$ cat config.mk
export PLATFORM = sky130hd
export DESIGN_NAME = acc_cpu
export DESIGN_NICKNAME = d
export VERILOG_FILES = /design/src/rtl/acc_pkg.sv /design/src/rtl/acc_alu.sv /design/src/rtl/acc_flags.sv /design/src/rtl/acc_seq.sv /design/src/rtl/acc_cpu.sv
export SDC_FILE = /design/constraint.sdc
export NUM_CORES = 1
export LEC_CHECK = 0
export ABC_AREA = 1
export BUFFER_PORTS_ARGS = -buffer_cell sky130_fd_sc_hd__buf_4
export CORE_ASPECT_RATIO = 1.4
export CORE_MARGIN = 3
export CORE_UTILIZATION = 45
export CTS_CLUSTER_DIAMETER = 50
export DETAILED_ROUTE_END_ITERATION = 12
export PLACE_DENSITY = 0.68
export SETUP_SLACK_MARGIN = 0.15
export SLEW_MARGIN = 20
export SYNTH_ARGS = -nofsm -noshare
export SYNTH_HDL_FRONTEND = slang
export SYNTH_SLANG_ARGS = --single-unit
export TNS_END_PERCENT = 50
$ cat constraint.sdc
create_clock -name clk -period 4.35 [get_ports clk]
set_input_delay 0 -clock clk [delete_from_list [all_inputs] [get_ports clk]]
set_output_delay 0 -clock clk [all_outputs]
set_load 0.01 [all_outputs]
$ cat src/rtl/acc_pkg.sv
package acc_pkg;
  localparam int OPC_W = 8;

  localparam logic [OPC_W-1:0] OP_LIT = 8'd0;
  localparam logic [OPC_W-1:0] OP_LOD = 8'd1;
  localparam logic [OPC_W-1:0] OP_STO = 8'd2;
  localparam logic [OPC_W-1:0] OP_ADD = 8'd3;
  localparam logic [OPC_W-1:0] OP_SUB = 8'd4;
  localparam logic [OPC_W-1:0] OP_CIN = 8'd5;
  localparam logic [OPC_W-1:0] OP_COU = 8'd6;
  localparam logic [OPC_W-1:0] OP_HLT = 8'd7;
  localparam logic [OPC_W-1:0] OP_JMP = 8'd8;
  localparam logic [OPC_W-1:0] OP_SKZ = 8'd9;
  localparam logic [OPC_W-1:0] OP_SKG = 8'd10;
  localparam logic [OPC_W-1:0] OP_SKL = 8'd11;
  localparam logic [OPC_W-1:0] OP_OR  = 8'd12;
  localparam logic [OPC_W-1:0] OP_AND = 8'd13;
  localparam logic [OPC_W-1:0] OP_NOT = 8'd14;

  typedef enum logic [2:0] {
    ALU_PASS, ALU_ADD, ALU_SUB, ALU_OR, ALU_AND, ALU_INV
  } alu_op_e;

  typedef enum logic [3:0] {
    ST_FADDR,   // address register <- program counter
    ST_FREAD,   // instruction read strobe
    ST_FLATCH,  // data register <- memory
    ST_DECODE,  // instruction register <- data register, counter + 1
    ST_EXEC,    // per-opcode action
    ST_OREAD,   // operand read strobe
    ST_OLATCH,  // data register <- memory
    ST_OALU,    // accumulator <- alu result
    ST_SWRITE,  // store write strobe
    ST_HALT
  } seq_state_e;
endpackage

$ cat src/rtl/acc_alu.sv
module acc_alu
  import acc_pkg::*;
#(
  parameter int DATA_W = 32
) (
  input  alu_op_e           op,
  input  logic [DATA_W-1:0] a,
  input  logic [DATA_W-1:0] b,
  output logic [DATA_W-1:0] y
);
  always_comb begin
    case (op)
      ALU_ADD: y = a + b;
      ALU_SUB: y = a - b;
      ALU_OR:  y = a | b;
      ALU_AND: y = a & b;
      ALU_INV: y = ~a;
      default: y = b;
    endcase
  end
endmodule

$ cat src/rtl/acc_flags.sv
module acc_flags #(
  parameter int DATA_W = 32
) (
  input  logic [DATA_W-1:0] acc,
  output logic              z,
  output logic              g,
  output logic              l
);
  always_comb begin
    z = (acc == '0);
    l = acc[DATA_W-1];
    g = !z && !acc[DATA_W-1];
  end
endmodule

$ cat src/rtl/acc_seq.sv
module acc_seq
  import acc_pkg::*;
#(
  parameter int DATA_W = 32,
  parameter int ADDR_W = 16,
  parameter int CHAR_W = 8
) (
  input  logic              clk,
  input  logic              rst_n,
  output logic [ADDR_W-1:0] mem_addr,
  output logic              mem_rd_en,
  output logic              mem_wr_en,
  output logic [DATA_W-1:0] mem_wdata,
  input  logic [DATA_W-1:0] mem_rdata,
  input  logic [CHAR_W-1:0] in_char,
  input  logic              in_valid,
  output logic              in_ready,
  output logic [CHAR_W-1:0] out_char,
  output logic              out_valid,
  input  logic              out_ready,
  input  logic              flag_z,
  input  logic              flag_g,
  input  logic              flag_l,
  output alu_op_e           alu_op,
  output logic [DATA_W-1:0] alu_b,
  input  logic [DATA_W-1:0] alu_y,
  output logic              halted,
  output logic [ADDR_W-1:0] pc,
  output logic [DATA_W-1:0] acc
);
  localparam int FIELD_W = DATA_W - OPC_W;

  seq_state_e        state_q, state_d;
  logic [ADDR_W-1:0] pc_q, pc_d, mar_q, mar_d;
  logic [DATA_W-1:0] mdr_q, mdr_d, ir_q, ir_d, acc_q, acc_d;
  logic              halt_q, halt_d;
  logic              pc_en, mar_en, mdr_en, ir_en, acc_en;

  logic [OPC_W-1:0]   opc;
  logic [FIELD_W-1:0] field;
  logic [ADDR_W-1:0]  op_addr;
  logic [ADDR_W-1:0]  pc_inc;

  assign opc     = ir_q[DATA_W-1 -: OPC_W];
  assign field   = ir_q[FIELD_W-1:0];
  assign op_addr = field[ADDR_W-1:0];
  assign pc_inc  = pc_q + ADDR_W'(1);

  always_comb begin
    case (opc)
      OP_ADD:  alu_op = ALU_ADD;
      OP_SUB:  alu_op = ALU_SUB;
      OP_OR:   alu_op = ALU_OR;
      OP_AND:  alu_op = ALU_AND;
      OP_NOT:  alu_op = ALU_INV;
      default: alu_op = ALU_PASS;
    endcase
  end
  assign alu_b = mdr_q;

  // next-state and clock-enable logic
  always_comb begin
    state_d = state_q;
    pc_d    = pc_q;   pc_en  = 1'b0;
    mar_d   = mar_q;  mar_en = 1'b0;
    mdr_d   = mdr_q;  mdr_en = 1'b0;
    ir_d    = ir_q;   ir_en  = 1'b0;
    acc_d   = acc_q;  acc_en = 1'b0;
    halt_d  = halt_q;
    case (state_q)
      ST_FADDR: begin
        mar_d = pc_q; mar_en = 1'b1;
        state_d = ST_FREAD;
      end
      ST_FREAD:  state_d = ST_FLATCH;
      ST_FLATCH: begin
        mdr_d = mem_rdata; mdr_en = 1'b1;
        state_d = ST_DECODE;
      end
      ST_DECODE: begin
        ir_d = mdr_q;   ir_en = 1'b1;
        pc_d = pc_inc;  pc_en = 1'b1;
        state_d = ST_EXEC;
      end
      ST_EXEC: begin
        state_d = ST_FADDR;
        case (opc)
          OP_LIT: begin
            acc_d = DATA_W'(field); acc_en = 1'b1;
          end
          OP_LOD, OP_ADD, OP_SUB, OP_OR, OP_AND: begin
            mar_d = op_addr; mar_en = 1'b1;
            state_d = ST_OREAD;
          end
          OP_STO: begin
            mar_d = op_addr; mar_en = 1'b1;
            mdr_d = acc_q;   mdr_en = 1'b1;
            state_d = ST_SWRITE;
          end
          OP_CIN: begin
            if (in_valid) begin
              acc_d = DATA_W'(in_char); acc_en = 1'b1;
            end else begin
              state_d = ST_EXEC;
            end
          end
          OP_COU: begin
            if (!out_ready) state_d = ST_EXEC;
          end
          OP_JMP: begin
            pc_d = op_addr; pc_en = 1'b1;
          end
          OP_SKZ: begin
            pc_d = pc_inc; pc_en = flag_z;
          end
          OP_SKG: begin
            pc_d = pc_inc; pc_en = flag_g;
          end
          OP_SKL: begin
            pc_d = pc_inc; pc_en = flag_l;
          end
          OP_NOT: begin
            acc_d = alu_y; acc_en = 1'b1;
          end
          default: begin
            halt_d  = 1'b1;
            state_d = ST_HALT;
          end
        endcase
      end
      ST_OREAD:  state_d = ST_OLATCH;
      ST_OLATCH: begin
        mdr_d = mem_rdata; mdr_en = 1'b1;
        state_d = ST_OALU;
      end
      ST_OALU: begin
        acc_d = alu_y; acc_en = 1'b1;
        state_d = ST_FADDR;
      end
      ST_SWRITE: state_d = ST_FADDR;
      default:   state_d = ST_HALT;
    endcase
  end

  // register process
  always_ff @(posedge clk or negedge rst_n) begin
    if (!rst_n) begin
      state_q <= ST_FADDR;
      pc_q    <= '0;
      mar_q   <= '0;
      mdr_q   <= '0;
      ir_q    <= '0;
      acc_q   <= '0;
      halt_q  <= 1'b0;
    end else begin
      state_q <= state_d;
      halt_q  <= halt_d;
      if (pc_en)  pc_q  <= pc_d;
      if (mar_en) mar_q <= mar_d;
      if (mdr_en) mdr_q <= mdr_d;
      if (ir_en)  ir_q  <= ir_d;
      if (acc_en) acc_q <= acc_d;
    end
  end

  assign mem_addr  = mar_q;
  assign mem_rd_en = (state_q == ST_FREAD) || (state_q == ST_OREAD);
  assign mem_wr_en = (state_q == ST_SWRITE);
  assign mem_wdata = mdr_q;
  assign in_ready  = (state_q == ST_EXEC) && (opc == OP_CIN);
  assign out_valid = (state_q == ST_EXEC) && (opc == OP_COU);
  assign out_char  = acc_q[CHAR_W-1:0];
  assign halted    = halt_q;
  assign pc        = pc_q;
  assign acc       = acc_q;

  // the memory port never reads and writes together
  assert_rw_exclusive_R13: assert property (@(posedge clk) disable iff (!rst_n)
    !(mem_rd_en && mem_wr_en));

  // a stopped core stays stopped and leaves memory alone
  assert_halt_silent_R11: assert property (@(posedge clk) disable iff (!rst_n)
    halted |=> (halted && !mem_rd_en && !mem_wr_en));

  // input wait persists until a character is offered
  assert_in_wait_R9: assert property (@(posedge clk) disable iff (!rst_n)
    (in_ready && !in_valid) |=> in_ready);

  // offered character is held until taken
  assert_out_hold_R10: assert property (@(posedge clk) disable iff (!rst_n)
    (out_valid && !out_ready) |=> (out_valid && $stable(out_char)));
endmodule

$ cat src/rtl/acc_cpu.sv
module acc_cpu
  import acc_pkg::*;
#(
  parameter int DATA_W = 32,
  parameter int ADDR_W = 16,
  parameter int CHAR_W = 8
) (
  input  logic              clk,
  input  logic              rst_n,
  output logic [ADDR_W-1:0] mem_addr,
  output logic              mem_rd_en,
  output logic              mem_wr_en,
  output logic [DATA_W-1:0] mem_wdata,
  input  logic [DATA_W-1:0] mem_rdata,
  input  logic [CHAR_W-1:0] in_char,
  input  logic              in_valid,
  output logic              in_ready,
  output logic [CHAR_W-1:0] out_char,
  output logic              out_valid,
  input  logic              out_ready,
  output logic              halted,
  output logic [ADDR_W-1:0] prog_counter,
  output logic [DATA_W-1:0] acc_value,
  output logic              flag_zero,
  output logic              flag_pos,
  output logic              flag_neg
);
  localparam int SYNC_STAGES = 2;

  logic [SYNC_STAGES-1:0] rst_sync_q;
  logic                   core_rst_n;
  alu_op_e                alu_op;
  logic [DATA_W-1:0]      alu_b, alu_y;

  // asynchronous assertion, synchronous release
  always_ff @(posedge clk or negedge rst_n) begin
    if (!rst_n) rst_sync_q <= '0;
    else        rst_sync_q <= {rst_sync_q[SYNC_STAGES-2:0], 1'b1};
  end
  assign core_rst_n = rst_sync_q[SYNC_STAGES-1];

  acc_seq #(.DATA_W(DATA_W), .ADDR_W(ADDR_W), .CHAR_W(CHAR_W)) seq_i (
    .clk       (clk),
    .rst_n     (core_rst_n),
    .mem_addr  (mem_addr),
    .mem_rd_en (mem_rd_en),
    .mem_wr_en (mem_wr_en),
    .mem_wdata (mem_wdata),
    .mem_rdata (mem_rdata),
    .in_char   (in_char),
    .in_valid  (in_valid),
    .in_ready  (in_ready),
    .out_char  (out_char),
    .out_valid (out_valid),
    .out_ready (out_ready),
    .flag_z    (flag_zero),
    .flag_g    (flag_pos),
    .flag_l    (flag_neg),
    .alu_op    (alu_op),
    .alu_b     (alu_b),
    .alu_y     (alu_y),
    .halted    (halted),
    .pc        (prog_counter),
    .acc       (acc_value)
  );

  acc_alu #(.DATA_W(DATA_W)) alu_i (
    .op (alu_op),
    .a  (acc_value),
    .b  (alu_b),
    .y  (alu_y)
  );

  acc_flags #(.DATA_W(DATA_W)) flags_i (
    .acc (acc_value),
    .z   (flag_zero),
    .g   (flag_pos),
    .l   (flag_neg)
  );

  // condition flags are exclusive and complete
  assert_flag_onehot_R6: assert property (@(posedge clk) disable iff (!core_rst_n)
    $countones({flag_zero, flag_pos, flag_neg}) == 1);
endmodule

# Yosys cells after proc, flatten, opt, wreduce, memory -nomap -nowiden
# Index checks and enable logic that the tools add are counted.
# word_totals
register_bits	135
input_bits	44
out_inout_bits	112
word_cells	98
# classes
n_addsub	3
eq_ne	31
muxes	25
bitwise_logic	4
reduce_logical	27
# op_table
operator	n
32-bit one-hot mux with 5 select lines	1
32-bit one-hot mux with 2 select lines	2
16-bit one-hot mux with 2 select lines	3
32-bit one-hot mux with 3 select lines	1
32-bit 2-to-1 mux	2
8-bit by 4-bit equality test with 1-bit output, second input constant	7
32-bit adder	1
32-bit AND	1
32-bit logical NOT	1
32-bit inverter	1
32-bit bitwise OR	1
4-bit one-hot mux with 8 select lines	1
32-bit subtractor	1
8-bit by 3-bit equality test with 1-bit output, second input constant	3
4-bit one-hot mux with 5 select lines	1
16-bit by 1-bit adder with 16-bit output, second input constant	1
4-bit by 3-bit equality test with 1-bit output, second input constant	4
8-bit by 2-bit equality test with 1-bit output, second input constant	2
16-bit 2-to-1 mux	1
3-bit one-hot mux with 5 select lines	1
14-bit OR reduction	1
6-bit OR reduction	2
1-bit one-hot mux with 2 select lines	5
3-bit AND reduction	3
25 further kinds	43

# Longest topological paths before layout
# logic_depth
word_depth	6
ltp_mapped	25

# Modules after synthesis
# A second synthesis with hierarchy kept.
# unflattened
hier_cells	1837
hier_area_um2	11668.7
# by_module_without_submodules
module	instances	cells_per_inst	area_per_inst_um2
acc_seq	1	917	7081.8
acc_alu	1	884	4398.0
acc_flags	1	33	135.1
acc_cpu	1	3	53.8

# Worst setup path after synthesis
# OpenSTA, ideal clock, no wires.
# synth_path
kind	register -> register
start	reg seq_i.mdr_q[0], in the netlist seq_i.alu_b[0]
end	reg seq_i.acc_q[31], in the netlist seq_i.acc[31]
setup_ns	0.117
arrival_ns	2.866
required_time_ns	4.233
slack_ns	1.367
stages_incl_launch_ff	25
path_buffers	0
period_less_slack_ns	2.983
path_cell_list	dfrtp_1 -> inv_1 -> ha_1 -> nand3_1 -> nor2_1 -> nand2_1 -> nor2_1 -> nand2_1 -> nor4_1 -> o21a_1 -> nor2_1 -> ha_1 -> inv_1 -> nor3_1 -> nand2_1 -> inv_1 -> nand2_1 -> nand2_1 -> inv_1 -> nand2_1 -> nand2_1 -> nand3_1 -> nand2_1 -> nand2_1 -> nand2_1
# synth_via
elab_chain_len	4
word_cells_on_any_way	5
cone_classes	2 x add/sub; 3 x mux
# synth_lines
item	line	source
start: declaration	acc_seq.sv:35	logic [DATA_W-1:0] mdr_q, mdr_d, ir_q, ir_d, acc_q, acc_d;
start signal: assignment	acc_seq.sv:160	if (mdr_en) mdr_q <= mdr_d;
32-bit subtractor / 32-bit adder (equally long branches)	acc_alu.sv:14, acc_alu.sv:13	
32-bit one-hot mux with 5 select lines *	acc_alu.sv:12	case (op)
32-bit one-hot mux with 3 select lines	acc_seq.sv:87	case (opc)
32-bit one-hot mux with 2 select lines *	acc_seq.sv:70	case (state_q)
end signal: assignment	acc_seq.sv:153	acc_q <= '0;
end signal: assignment	acc_seq.sv:162	if (acc_en) acc_q <= acc_d;
end: declaration	acc_seq.sv:35	
# Every way passes the cells marked *; elsewhere a longest branch is shown, timed or not.
# A chain may end at the register's enable or synchronous reset.

# Worst setup path in the final report
# layout_path
start	reg seq_i.mdr_q[0], in the netlist seq_i.alu_b[0]
end	reg seq_i.acc_q[23], in the netlist seq_i.acc[23]
# The elaborated chain is that of the path after synthesis.

==> summary.log <==
INFO  grt            pin_count_of_the_biggest_net_entering_global_routing=73
INFO  status         outcome=finished clean
INFO  pwr            power.leakage=7.10nW
INFO  cts            tritoncts=yes
INFO  critical_path  cp_cell_sequence=inv_1 > ha_1 > nand3_1 > nor2_1 > nand2_1 > nor2_1 > nand2_1 > o21ai_0 > xor2_1 > ha_1 > nand2_1 > nor2_1 > nand2_1 > nor2_1 > nand2_1 > nand4_1 > nand3_1 > nand2_1 > nand2_1 > a21oi_1
INFO  logic_synthesis synth-main-ff-cell=dfrtp_1
INFO  critical_path  worstPathRequired=4.71ns
INFO  logic_synthesis seq_area_frac_synth=30.1%
INFO  grt            initial_antenna_violation_count=0
INFO  floorplanning  die_h=193um
INFO  logic_synthesis ys_types=45
INFO  sta            setup_repair_after_global_routing_missed_its_margin=no
INFO  placement      port_buffers=155
INFO  routing        final_antenna_net_count=0
INFO  floorplanning  horizontal_die_dimension=140um
INFO  critical_path  cp_slowest_stage_delay=0.43ns
INFO  grt            first_global_vias=12.2k
INFO  grt            global_route.overflow_total=0
INFO  worst_hold_path worst_hold_path_class=in -> reg
INFO  critical_path  setup.worst_path.start_class=register
INFO  pwr            maximum_vdd_drop=0.257mV
INFO  critical_path  crit_top_cell=nand2_1
INFO  sta            min_period_over_period=87.1%
INFO  floorplanning  die_area=26900um2
INFO  logic_synthesis number_of_enable_type_register_cells_in_the_synthesized_netlist=0
INFO  placement      postPlaceCellArea=12600um2
INFO  final_layout   layout.cell_area.non_filler=13600um2
INFO  pwr            power-per-cell-area=235nW/um2
INFO  routing        detail_route.iter0.violations=1259
INFO  critical_path  critical-path-top-delay-family=simple AND/OR/NAND/NOR gates
INFO  routing        dr.pass1.iters=6
INFO  placement      dp.final_hpwl=34900um
INFO  cts            cts-root-buf=clkbuf_16
INFO  placement      place.gp.congestion=1.05
INFO  sta            worstMarginPinSlew=1.04ns
INFO  grt            global_route.usage.total=33.2%
INFO  routing        drcViolationCount=0
INFO  routing        avgViaCountPerCell=5.57
INFO  sta            max_slew_margin_vs_limit=30.8%
INFO  critical_path  cpMaxStageDelayCell=dfrtp_1
INFO  cts            cts_post_setup_buffers_inserted=0
INFO  pwr            total_power=3.19mW
INFO  final_layout   final_nets=2040
INFO  cts            cts.sinks=135
INFO  routing        detailroute.via_count=12.7k
INFO  final_layout   areaGrowthSynthToFinish=21.0%
INFO  sta            max_clock_freq=264MHz
INFO  floorplanning  core-area=24200um2
INFO  critical_path  worst-path-max-fanout=6
INFO  logic_synthesis postSynthRegisterBits=135
INFO  final_layout   drive_gt1_share=13.1%
INFO  cts            clk_path_buf_depth=2
INFO  sta            setup-tns-final=0ns
INFO  flow_run       timing.max_cap.violations=0
INFO  logic_synthesis netlist_instances=1803
INFO  logic_synthesis postSynth.asyncResetShare=100%
INFO  cts            cts_buffers=17
INFO  logic_synthesis syn_avg_cell_area=6.23um2
INFO  final_layout   antennaDiodeCount=0
INFO  floorplanning  floorplan.rows=67
INFO  sta            layout_min_cycle_time=3.79ns
INFO  cts            clock_latency=0.44ns
INFO  floorplanning  floorplan.io_pins=156
INFO  final_layout   layout_cells_excl_fill=2283
INFO  sta            final-max-slew-violation-count=0
INFO  placement      placed_cells=2215
INFO  logic_synthesis mappedNetlistArea=11200um2
INFO  sta            timing.final.setup_violations=0
INFO  routing        wl_per_cell=19.9um
INFO  cts            htreeDepth=4
INFO  sta            skew=0.0140ns
INFO  logic_synthesis synthesis.yosys.warnings=0
INFO  sta            report.final.hold_viol_count=0
INFO  critical_path  critical_path.endpoint_type=register
INFO  floorplanning  initial_core_util=46.4%
INFO  critical_path  worst_ep_arrival_time=4.15ns
INFO  critical_path  setup.worst_path.class=reg -> reg
INFO  logic_synthesis synthesis.nets=1883
INFO  routing        finalWirelength=45500um
INFO  cts            clk_pin_slew_worst_paths=0.07ns
INFO  critical_path  worstPathBufferInverterCount=1
INFO  grt            grt_pass1_wl=69400um
## cell usage after synthesis (3+ instances only)
library cell | instances | area [um2]
nand4_1 | 26 | 163
nor3_1 | 37 | 185
o21ai_1 | 3 | 15.0
dfrtp_1 | 135 | 3380
a21oi_1 | 89 | 445
nand2_2 | 10 | 62.6
buf_4 | 12 | 90.1
xor2_1 | 37 | 324
or2_2 | 7 | 43.8
buf_6 | 4 | 45.0
o31ai_1 | 6 | 45.0
nor4_1 | 5 | 31.3
inv_2 | 13 | 48.8
buf_2 | 22 | 110
nor2_2 | 4 | 25.0
nor2_1 | 193 | 724
nand2_1 | 567 | 2130
ha_1 | 35 | 438
o21ai_0 | 126 | 631
clkbuf_1 | 30 | 113
o22ai_1 | 30 | 188
nand3b_1 | 15 | 113
inv_1 | 233 | 875
xnor2_1 | 6 | 52.6
o211ai_1 | 7 | 52.6
a31oi_1 | 17 | 106
o21ai_2 | 7 | 61.3
nand3_1 | 106 | 531
nor2_4 | 3 | 33.8
## cells in the final DEF, fill, tap and decap left out, types with 17 or more instances in the layout
cell	netlist	routed
inv_1	233	233
buf_4	12	170
nor2_1	193	193
nand2_1	567	567
clkbuf_16	0	17
o21ai_0	126	126
nor3_1	37	36
a21oi_1	89	88
nand3_1	106	105
xor2_1	37	37
o22ai_1	30	30
dlygate4sd3_1	0	35
dfrtp_1	135	134
nand4_1	26	26
a31oi_1	17	17
ha_1	35	35
## flip-flops by register name (all words and copies together), names as in the netlist
signal and flops:
rst_sync_q 2, seq_i.acc 32, seq_i.alu_b 32, seq_i.halted 1, seq_i.ir_q 32, seq_i.mem_addr 16, seq_i.pc 16, seq_i.state_q 4
## cell families (layout without fill, tap and decap cells)
group,Yosys count,in the layout,share of synthesized area [%]
compound gates,289,289,14.0
xor+xnor,43,43,3.35
fa+ha+maj,36,36,4.08
buf+inv,317,487,11.5
flops,135,135,30.1
mux,1,1,0.0891
other cells,1,1,0.0334
simple gates,981,981,36.8
## repair_timing
action | CTS | global route
hold buffers | 35 | 0
hold endpoints to repair | 35 | 0
endpoints found under the setup margin | 0 | 1
gates resized for setup | 0 | 4
## layer usage
metal / share of wire (%) / GRT usage [%] / vias to the layer above
met5: 0 / 0 / -
met4: 4.7 / 14.7 / 0
met3: 7.3 / 4.00 / 129
met2: 49 / 58.3 / 604
met1: 39 / 41.1 / 5908
li1: - / - / 6068
## worst register-to-register path, cell delays in order, from the launching register on
cell     delay, ns
dfrtp_1       0.43
inv_1         0.16
ha_1          0.19
nand3_1       0.12
nor2_1        0.17
nand2_1       0.11
nor2_1        0.25
nand2_1       0.18
o21ai_0       0.23
xor2_1        0.12
ha_1          0.43
nand2_1       0.13
nor2_1        0.24
nand2_1       0.18
nor2_1        0.12
nand2_1       0.12
nand4_1       0.12
nand3_1       0.13
nand2_1       0.12
nand2_1       0.05
a21oi_1       0.11
## through the flow
stage                     setup slack, ns  hold WS, ns  util, %
after floorplan                     0.310       -0.296        -
after global placement              0.437       -0.218     51.9
after detailed placement            0.411       -0.215     51.9
after CTS                           0.399      0.00550     55.9
after global routing                0.217       0.0501     56.1
final                               0.562       0.0124     56.1
## area by class of cell
type / count / area [um2]
Clock buffer: 22 / 464
Inverter: 247 / 927
Clock inverter: 10 / 144
Fill cell: 2461 / 10600
Multi-Input combinational cell: 1351 / 6590
Sequential cell: 135 / 3380
Timing Repair Buffer: 208 / 1690
Tap cell: 310 / 388
## report_power, final
group	leakage (nW)	internal (mW)	switching, mW
combinational	5.13	0.139	0.206
clock	0.299	0.937	0.598
sequential	1.67	1.27	0.0395
## final timing paths
kind / from / end / slack, ns / depth (start not counted)
worst max register to register: seq_i.alu_b[0] / seq_i.acc[23] / 0.56 / 20
worst min register to register: rst_sync_q[1] / seq_i.state_q[3] / 0.26 / 0
worst max-delay path: seq_i.alu_b[0] / seq_i.acc[23] / 0.56 / 20
min in group asynchronous: rst_sync_q[1] / seq_i.state_q[3] / 0.26 / 0
max in group asynchronous: rst_sync_q[1] / seq_i.alu_b[11] / 3.07 / 2
worst min-delay path: in_char[0] / seq_i.acc[0] / 0.01 / 5
(Power assumes the default switching activity.)
